**src/rtl/pig_pkg.sv**
```systemverilog
package pig_pkg;
  typedef enum logic [1:0] {
    SRC_64HZ = 2'b00,
    SRC_SEC  = 2'b01,
    SRC_MIN  = 2'b10,
    SRC_HOUR = 2'b11
  } src_e;

  typedef struct packed {
    src_e period;
    logic pulse_mode;
    logic mask;
  } ctl_t;

  localparam int unsigned REG_W = 4;
  localparam int unsigned FLAG_BIT = 2;
endpackage

```
**src/rtl/pig_tick_select.sv**
```systemverilog
module pig_tick_select
  import pig_pkg::*;
#(
  parameter int unsigned NSRC = 4
) (
  input  logic            ctl_wr,
  input  src_e            period,
  input  logic [NSRC-1:0] ticks,
  output logic            evt
);
  always_comb begin
    evt = ticks[period] & ~ctl_wr;
  end
endmodule

```
**src/rtl/pig_flag_core.sv**
```systemverilog
module pig_flag_core #(
  parameter int unsigned PULSE_CYCLES = 4,
  localparam int unsigned CW = (PULSE_CYCLES < 2) ? 1 : $clog2(PULSE_CYCLES)
) (
  input  logic clk,
  input  logic rst,
  input  logic evt,
  input  logic clr_wr,
  input  logic pulse_mode,
  output logic flag_q,
  output logic flag_nxt
);
  localparam logic [CW-1:0] RELOAD = CW'(PULSE_CYCLES - 1);

  logic [CW-1:0] cnt_q, cnt_nxt;

  always_comb begin
    flag_nxt = flag_q;
    cnt_nxt  = cnt_q;
    if (evt) begin
      flag_nxt = 1'b1;
      cnt_nxt  = RELOAD;
    end else if (clr_wr) begin
      flag_nxt = 1'b0;
      cnt_nxt  = '0;
    end else if (pulse_mode && flag_q) begin
      if (cnt_q == '0) flag_nxt = 1'b0;
      else cnt_nxt = cnt_q - 1'b1;
    end
  end

  always_ff @(posedge clk) begin
    if (rst) begin
      flag_q <= 1'b0;
      cnt_q  <= '0;
    end else begin
      flag_q <= flag_nxt;
      cnt_q  <= cnt_nxt;
    end
  end
endmodule

```
**src/rtl/periodic_irq_gen.sv**
```systemverilog
module periodic_irq_gen
  import pig_pkg::*;
#(
  parameter int unsigned PULSE_CYCLES = 4
) (
  input  logic             clk,
  input  logic             rst,
  input  logic             tick_64hz,
  input  logic             tick_sec,
  input  logic             carry_min,
  input  logic             carry_hour,
  input  logic             wr_en,
  input  logic             rd_en,
  input  logic             reg_sel,
  input  logic [REG_W-1:0] wdata,
  output logic [REG_W-1:0] rdata,
  output logic             irq_out
);
  ctl_t ctl_q, ctl_nxt;
  logic ctl_wr, clr_wr, evt, flag_q, flag_nxt;

  assign ctl_wr = wr_en & reg_sel;
  assign clr_wr = wr_en & ~reg_sel & ~wdata[FLAG_BIT];

  always_comb begin
    ctl_nxt = ctl_q;
    if (ctl_wr) ctl_nxt = ctl_t'(wdata);
  end

  pig_tick_select #(.NSRC(4)) u_sel (
    .ctl_wr (ctl_wr),
    .period (ctl_q.period),
    .ticks  ({carry_hour, carry_min, tick_sec, tick_64hz}),
    .evt    (evt)
  );

  pig_flag_core #(.PULSE_CYCLES(PULSE_CYCLES)) u_flag (
    .clk        (clk),
    .rst        (rst),
    .evt        (evt),
    .clr_wr     (clr_wr),
    .pulse_mode (ctl_q.pulse_mode),
    .flag_q     (flag_q),
    .flag_nxt   (flag_nxt)
  );

  always_ff @(posedge clk) begin
    if (rst) begin
      ctl_q   <= '0;
      irq_out <= 1'b0;
      rdata   <= '0;
    end else begin
      ctl_q   <= ctl_nxt;
      irq_out <= flag_nxt & ~ctl_nxt.mask;
      if (rd_en) begin
        if (reg_sel) rdata <= ctl_q;
        else rdata <= REG_W'({flag_q, 2'b00});
      end
    end
  end
endmodule

```
**config.mk**
```make
export PLATFORM = sky130hd
export DESIGN_NAME = periodic_irq_gen
export DESIGN_NICKNAME = d
export VERILOG_FILES = /design/src/rtl/pig_pkg.sv /design/src/rtl/pig_tick_select.sv /design/src/rtl/pig_flag_core.sv /design/src/rtl/periodic_irq_gen.sv
export SDC_FILE = /design/constraint.sdc
export NUM_CORES = 1
export LEC_CHECK = 0
export BUFFER_PORTS_ARGS = -buffer_cell sky130_fd_sc_hd__clkbuf_2
export CORE_UTILIZATION = 40
export CTS_BUF_LIST = sky130_fd_sc_hd__clkbuf_4 sky130_fd_sc_hd__clkbuf_8
export DETAILED_ROUTE_END_ITERATION = 10
export GPL_TIMING_DRIVEN = 0
export HOLD_SLACK_MARGIN = 0.1
export PLACE_DENSITY = 0.77
export SYNTH_ARGS = -nofsm -noshare
export SYNTH_HDL_FRONTEND = slang
export SYNTH_SLANG_ARGS = --single-unit
```
**constraint.sdc**
```tcl
create_clock -name clk -period 2.9 [get_ports clk]
set_input_delay 0.58 -clock clk [delete_from_list [all_inputs] [get_ports clk]]
set_output_delay 0.58 -clock clk [all_outputs]
set_load 0.005 [all_outputs]
```
**Word-level counts from Yosys, hierarchy flattened**

Cells that the tools add are included.

- Register bits: 12
- Bits of input ports: 13
- Output and inout port bits: 5
- Logic and storage cells: 35

- $add $sub $neg: 1
- Magnitude comparators: 1
- Equal/unequal tests: 1
- Muxes and demuxes: 12
- Bitwise logic cells: 9
- Reduce and logical (&&, ||, !) cells: 4

Operators by type and width:

| kind | number |
|---|---|
| $mux W2 | 4 |
| $mux W1 | 6 |
| $and A1 B1 Y1 | 5 |
| $mux W4 | 1 |
| $not A1 Y1 | 4 |
| $lt A2 B3 Y1 const B | 1 |
| $ne A3 B3 Y1 const B | 1 |
| $reduce_bool A3 Y1 | 1 |
| $bmux W1 S2 | 1 |
| $logic_not A2 Y1 | 1 |
| $reduce_and A2 Y1 | 1 |
| $sub A2 B1 Y2 const B | 1 |
| $logic_and A1 B1 Y1 | 1 |

**Depth between registers and ports, before layout**

Gate-level depths: netlist of the first run.

- Depth in word-level cells: 6
- Gate-level depth with buffers: 5
- Mapped depth without buffers: 5

**Modules after synthesis**

From an unflattened synthesis of the first run, not the netlist that was laid out.

- Cells, all modules: 60
- Area, all modules: 601.8 µm²

By module, submodules not included:

| module | times used | cells each | area each (µm²) |
|---|---|---|---|
| periodic_irq_gen | 1 | 39 | 399.1 |
| pig_flag_core | 1 | 19 | 166.4 |
| pig_tick_select | 1 | 2 | 36.3 |

**Worst setup path after synthesis of the first run**

No wires, ideal clock.

- Path kind: in2reg
- From: input port wdata[2]
- To: register irq_out
- Setup time: 0.132 ns
- Data arrival time: 1.346 ns
- Data required time: 2.768 ns
- Slack: 1.423 ns
- Stages: 3
- Cells stage by stage: or3b_1 > a222oi_1 > nor3b_1

- Word-level cells in the longest chain between the ends: 5

RTL lines:

| what | RTL line | text |
|---|---|---|
| start, declared | periodic_irq_gen.sv:15 | `input logic [REG_W-1:0] wdata,` |
| $not A1 Y1 | periodic_irq_gen.sv:23 | `assign clr_wr = wr_en & ~reg_sel & ~wdata[FLAG_BIT];` |
| $and A1 B1 Y1 | periodic_irq_gen.sv:23 |  |
| $mux W1 | pig_flag_core.sv:23 | `end else if (clr_wr) begin` |
| $mux W1 | pig_flag_core.sv:20 | `if (evt) begin` |
| $and A1 B1 Y1 | periodic_irq_gen.sv:54 | `irq_out <= flag_nxt & ~ctl_nxt.mask;` |
| end signal, assigned | periodic_irq_gen.sv:54 |  |
| end, declared | periodic_irq_gen.sv:17 | `output logic irq_out` |

Every way passes these cells.
A chain may end at the register's enable or synchronous reset.

**Worst setup path in the final report of the first run**

- From: input port wr_en
- To: register irq_out

- Word-level cells in the longest chain between the ends: 5
- Elaborated cells between the ends (all ways): 10

RTL lines:

| what | RTL line | text |
|---|---|---|
| start, declared | periodic_irq_gen.sv:12 | `input logic wr_en,` |
| $and A1 B1 Y1 (on tied branches) | periodic_irq_gen.sv:23, periodic_irq_gen.sv:22 |  |
| $and A1 B1 Y1 / $not A1 Y1 (equally long branches) | periodic_irq_gen.sv:23, pig_tick_select.sv:12 |  |
| $mux W1 / $and A1 B1 Y1 (equally long branches) | pig_flag_core.sv:23, pig_tick_select.sv:12 |  |
| $mux W1 | pig_flag_core.sv:20 |  |
| $and A1 B1 Y1 (*) | periodic_irq_gen.sv:54 |  |

Mark *: on every way between the ends. The rest lies on a longest branch, timed or not.

==> results_dict.tcl, run 1 <==
set metrics [dict create \
    status "completed" \
    clockPowerShare 0.301 \
    area_delta_synth_final_pct 23.9 \
    routed_wl_um 991 \
    fin_tns_setup_ns 0 \
    synthCells 56 \
    grt_max_degree 11 \
    min_period_ns 1.39 \
    worstSetupEndpoint "irq_out" \
    numCtsBuffers 3 \
    dpl.hpwl_um 764 \
    cts_resized 0 \
    critPathKind "in -> reg" \
    seq_area_frac_synth 0.458 \
    final_cell_mix "clkbuf_2 (17), dfxtp_1 (12), a21oi_1 (6)" \
    n_antenna_cell 0 \
    rr_worst_depth 3 \
    track_usage 0.165 \
    slew_headroom 0.717 \
    fin_nets 92 \
    yosys_warnings 0 \
    crit_arrival_ns 1.53 \
    cts_buffer_depth 2 \
    clk_pin_slew_ns 0.07 \
    cp_cell_sequence "clkbuf_2, or3b_1, a222oi_1, nor3b_1" \
    synth.avg_cell_area_um2 9.36 \
    die_x_um 38.2 \
    drc 0 \
    h-tree-depth 1 \
    top_layer_used "met4" \
    cp_top_family "simple AND/OR/NAND/NOR gates" \
    multiInputGateArea_um2 265 \
    clock.fmax_ghz 0.721 \
    fp-row-count 12 \
    regArea_um2 240 \
    dr_wl_met2_um 478 \
    coreArea_mm2 0.00116 \
    rsz0062_at_grt "false" \
    synth_cell_types 23 \
    gp_congestion 0.758 \
    worstPathRequired_ns 3.05 \
    synthesis.area_um2 524 \
    design_area_um2 649 \
    hold_path_class "reg -> reg" \
    max-vdd-ir-drop_uv 291 \
    max_stage_delay_ns 0.38 \
    cts_tree "done" \
    portBuffers 17 \
    wl_met1_um 476 \
    final_common_cell "clkbuf_2" \
    p_leak_nw 0.279 \
    start_util 0.453 \
    critPathLaunch "wr_en" \
    vias 458 \
    cp_slowest_cell "or3b_1" \
    power_frac_comb 0.156 \
    setup_ws_ns 1.51 \
    finClkSkew_ns 0.00175 \
    fp.dieH_um 38.2 \
    p_per_area_mw_per_mm2 511 \
    firstDrtPassIters 4 \
    grt_overflow_total 0 \
    pwr-share-seq 0.542 \
    cts_setup_buffers 0 \
    ant_nets 0 \
    drt_iter0_markers 10 \
    placed_cell_area_um2 627 \
    cap_violations 0 \
    cp-end-kind "flip-flop" \
    hold_violations 0 \
    timing.rr.end "irq_out" \
    die_area_mm2 0.00146 \
    clkLatencyLatePin_ns 0.27 \
    path_depth 4 \
    antenna_found_initial 0 \
    cp-start-kind "primary input" \
    grt_pass1_wl_mm 1.62 \
    utilization 0.562 \
    drt-wirelength-per-cell_um 11.0 \
    boundaryPins 18 \
    finalSetupViolCount 0 \
    synthesis.nets 70 \
    grt_pass1_vias 413 \
    r2r_slack_ns 1.56 \
    cts_root_buf "clkbuf_4" \
    ys_seq_elements 12 \
    r2r_start "ctl_q[2]" \
    power.total_mw 0.332 \
    ctsHoldBuffers 0 \
    tightestPinTransition_ns 0.425 \
    drive_gt1_frac 0.316 \
    p_switching_mw 0.0814 \
    switching_share 0.245 \
    finalCritPeriodShare 0.478 \
    p_int_mw 0.250 \
    met3_length_um 19 \
    pre_cts_ws_ns 1.23 \
    final_max_slew_viol_count 0 \
    path_buf_inv 1 \
    clkSinkCount 12 \
    cp_max_fo 7 \
    vias_per_cell 5.09 \
    fillers 106 \
]
[final cells by class]
type	instances	share of cell area
Tap cell	14	0.0270
Inverter	2	0.0116
Multi-Input combinational cell	40	0.408
Buffer	2	0.0173
Timing Repair Buffer	17	0.131
Sequential cell	12	0.370
Clock buffer	3	0.0347
[sequential cells by signal, indices dropped and copies added, names as in the netlist]
| signal | flops |
|---|---|
| rdata | 4 |
| ctl_q | 4 |
| u_flag.cnt_q | 2 |
| irq_out | 1 |
| u_flag.flag_q | 1 |
[routing by layer]
metal  vias up  global-route usage
met3         2              0.0233
met1       205               0.198
met5         -                   0
li1        243                   -
met2         8               0.250
met4         0               0.152
[through the flow]
step | instances | hold slack, ns
after floorplan | 56 | 0.460
after global placement | 87 | 0.458
after detailed placement | 87 | 0.456
after CTS | 90 | 0.468
after global routing | 90 | 0.498
final | 90 | 0.470
[cells by family after synthesis]
group | Yosys count | share of synthesized area
XOR/XNOR | 1 | 0.0167
AND/OR/NAND/NOR | 19 | 0.193
AO/OA/AOI/OAI | 14 | 0.169
flip-flops | 12 | 0.458
buffers and inverters | 4 | 0.0358
adder cells (fa/ha/maj) | 1 | 0.0239
multiplexers | 5 | 0.103
[synth_stat cells, drive strengths merged]
cell | instances | share of area
a211oi | 1 | 0.014
a21boi | 2 | 0.029
a21oi | 6 | 0.057
a222oi | 1 | 0.019
a22oi | 1 | 0.014
a31oi | 1 | 0.012
buf | 2 | 0.021
dfxtp | 12 | 0.46
ha | 1 | 0.024
inv | 2 | 0.014
mux2 | 3 | 0.064
mux2i | 2 | 0.038
nand2 | 3 | 0.021
nand2b | 3 | 0.036
nand3 | 5 | 0.048
nand3b | 1 | 0.014
nor2 | 4 | 0.029
nor3b | 1 | 0.014
o22ai | 2 | 0.024
or2b | 1 | 0.014
or3b | 1 | 0.017
xnor2 | 1 | 0.017
[worst min-delay path by stage]
stage / start / endpoint / slack [ns] / depth (start not counted)
after floorplan: ctl_q[1] / ctl_q[1] / 0.46 / 2
after global placement: rdata[3] / rdata[3] / 0.46 / 2
after detailed placement: rdata[3] / rdata[3] / 0.46 / 2
after CTS: rdata[3] / rdata[3] / 0.47 / 2
after global routing: rdata[3] / rdata[3] / 0.50 / 2
final: rdata[0] / rdata[0] / 0.47 / 2
[power by group through the flow]
stage	combinational (mW)	clock, mW	sequential [mW]
2_1_floorplan	0.0330	0	0.183
3_3_place_gp	0.0508	0	0.184
3_5_place_dp	0.0516	0	0.184
4_1_cts	0.0525	0.105	0.180
5_1_grt	0.0603	0.110	0.181
6_report	0.0519	0.100	0.180
[worst min-delay path: cells and delay by family, from the launching register on]
| kind | cells | cell delay [ns] |
|---|---|---|
| AND/OR/NAND/NOR | 1 | 0.06 |
| flip-flops | 1 | 0.31 |
| AO/OA/AOI/OAI | 1 | 0.05 |
No activity file was read; power rests on OpenSTA's default activity.
==> run 2, diff against run 1 <==
--- a/config.mk
+++ b/config.mk
@@ -5,13 +5,14 @@
 export SDC_FILE = /design/constraint.sdc
 export NUM_CORES = 1
 export LEC_CHECK = 0
+export ABC_AREA = 1
 export BUFFER_PORTS_ARGS = -buffer_cell sky130_fd_sc_hd__clkbuf_2
 export CORE_UTILIZATION = 40
 export CTS_BUF_LIST = sky130_fd_sc_hd__clkbuf_4 sky130_fd_sc_hd__clkbuf_8
 export DETAILED_ROUTE_END_ITERATION = 10
 export GPL_TIMING_DRIVEN = 0
 export HOLD_SLACK_MARGIN = 0.1
-export PLACE_DENSITY = 0.77
+export PLACE_DENSITY = 0.79
 export SYNTH_ARGS = -nofsm -noshare
 export SYNTH_HDL_FRONTEND = slang
 export SYNTH_SLANG_ARGS = --single-unit
==> constraint.sdc (replaced) <==
create_clock -name clk -period 1.2 [get_ports clk]
set_input_delay 0.24 -clock clk [delete_from_list [all_inputs] [get_ports clk]]
set_output_delay 0.24 -clock clk [all_outputs]
set_load 0.005 [all_outputs]
==> run 2 against run 1 <==
- wire length grew 11%
- global-route usage grew 0.83 points
- sequential power grew 150%
- area after synthesis grew 5.7%
- clock skew shrank 0.00088 ns
- utilization shrank 3.6 points
- critical path depth grew 3
- cell area grew 5.4%
- cell count grew 23%
- critical endpoint unchanged
==> results_dict.tcl, run 2 <==
set metrics [dict create \
    status "completed" \
    drt_iter0_markers 12 \
    tightestPinTransition_ns 0.315 \
    synth.area.top_cells "dfxtp_1 (43%), nand2_1 (13%), inv_1 (7.4%)" \
    pre_cts_ws_ns 0.0942 \
    coreArea_mm2 0.00130 \
    r2r_start "u_flag.cnt_q[0]" \
    seq_area_frac_synth 0.433 \
    fin_nets 111 \
    area_delta_synth_final_pct 23.5 \
    vias_per_cell 5.05 \
    timing.rr.end "irq_out" \
    fillers 134 \
    worstPathRequired_ns 1.41 \
    final_max_slew_viol_count 0 \
    antenna_found_initial 0 \
    min_period_ns 1.11 \
    gp_congestion 0.749 \
    h-tree-depth 1 \
    synth_largest_area_cell "dfxtp_1" \
    die_x_um 39.2 \
    netlist_top_cells_count "nand2_1 (19), dfxtp_1 (12), inv_1 (11), a21oi_1 (8), nand3_1 (7)" \
    drc 0 \
    cp-start-kind "flip-flop" \
    critPathKind "reg -> reg" \
    portBuffers 15 \
    crit_arrival_ns 1.33 \
    routed_wl_mm 1.10 \
    finalCritPeriodShare 0.927 \
    grt_overflow_total 0 \
    grt_max_degree 9 \
    setup_ws_ns 0.0874 \
    ctsHoldBuffers 0 \
    drt-wirelength-per-cell_um 9.87 \
    largestRegisters "ctl_q (4), rdata (4), u_flag.cnt_q (2)" \
    die_area_mm2 0.00154 \
    cts_tree "done" \
    track_usage 0.173 \
    synthMostInstantiatedCell "nand2_1" \
    utilization 0.526 \
    synth_top_area_share 0.433 \
    clock.fmax_ghz 0.899 \
    numCtsBuffers 3 \
    ant_nets 0 \
    clk_pin_slew_ns 0.07 \
    finalSetupViolCount 0 \
    clkSinkCount 12 \
    synthesis.nets 91 \
    firstDrtPassIters 4 \
    start_util 0.426 \
    synth_cell_types 16 \
    fin_tns_setup_ns 0 \
    hold_depth 3 \
    vias 560 \
    finClkSkew_ns 0.000871 \
    fp-row-count 13 \
    hp-start "wdata[3]" \
    design_area_um2 684 \
    regArea_um2 240 \
    fp.dieH_um 39.2 \
    grt_pass1_vias 451 \
    dpl.hpwl_um 876 \
    yosys_warnings 0 \
    ys_async_sr_fraction 0 \
    rr_worst_depth 7 \
    clkLatencyLatePin_ns 0.27 \
    r2r_slack_ns 0.09 \
    slew_headroom 0.790 \
    final_cell_mix "nand2_1 (19), clkbuf_2 (15), dfxtp_1 (12)" \
    cp-end-kind "flip-flop" \
    synth-edff-count 0 \
    critPathLaunch "u_flag.cnt_q[0]" \
    p_per_area_mw_per_mm2 1330 \
    n_antenna_cell 0 \
    cts_root_buf "clkbuf_4" \
    synth.avg_cell_area_um2 7.20 \
    stdcell_count 111 \
    p_leak_nw 0.351 \
    synthFlopType "dfxtp_1" \
    cap_violations 0 \
    placed_cell_area_um2 648 \
    synthesis.area_um2 554 \
    boundaryPins 18 \
    fin_hold_ws_ns 0.212 \
    worstSetupEndpoint "irq_out" \
    max-vdd-ir-drop_uv 931 \
    synthCells 77 \
    grt_pass1_wl_mm 1.79 \
    placedCellCount 107 \
    ys_seq_elements 12 \
    power.total_mw 0.909 \
    drive_gt1_frac 0.250 \
    cts_buffer_depth 2 \
    hold_violations 0 \
    multiInputGateArea_um2 258 \
    rsz0062_at_grt "false" \
    cp_max_fo 2 \
    hold_path_class "in -> reg" \
    final_common_cell "nand2_1" \
]
-- run 2: cells by family after synthesis --
logic type | Yosys count | share of synthesized area
buffers and inverters | 13 | 0.102
AO/OA/AOI/OAI | 14 | 0.142
flip-flops | 12 | 0.433
AND/OR/NAND/NOR | 37 | 0.300
adder cells (fa/ha/maj) | 1 | 0.0226
-- run 2: timing repair --
action / 4_1_cts / 5_1_grt
setup buffers: 0 / 0
setup endpoints to repair: 0 / 1
resized for setup: 0 / 1
-- run 2: cell type report --
class	instances	area share
Multi-Input combinational cell	52	0.377
Sequential cell	12	0.351
Timing Repair Buffer	15	0.110
Inverter	11	0.0603
Clock buffer	4	0.0530
Tap cell	15	0.0274
Buffer	2	0.0219
-- run 2: how the worst min path moves through the flow --
| stage | endpoint | slack [ns] |
|---|---|---|
| floorplan | rdata[0] | 0.39 |
| global placement | rdata[1] | 0.45 |
| detailed placement | rdata[3] | 0.46 |
| CTS | ctl_q[3] | 0.22 |
| global route | ctl_q[3] | 0.23 |
| finish | ctl_q[3] | 0.21 |
-- run 2: layer usage --
layer | GRT usage | routed length (um)
met1 | 0.205 | 459
met2 | 0.296 | 569
met3 | 0.0347 | 51
met4 | 0.0776 | 16
met5 | 0 | 0
-- run 2: power breakdown --
group / switching, mW / total, mW / internal (mW)
registers: 0.0192 / 0.445 / 0.426
clock network: 0.135 / 0.319 / 0.184
logic: 0.0829 / 0.145 / 0.0619
-- run 2: worst max-delay path: stages, from the launching register on --
cell     delay, ns
dfxtp_1       0.34
inv_1         0.06
ha_1          0.21
a21oi_1       0.14
nand2_1       0.06
nand3_1       0.11
nand2_1       0.06
nor2_1        0.07
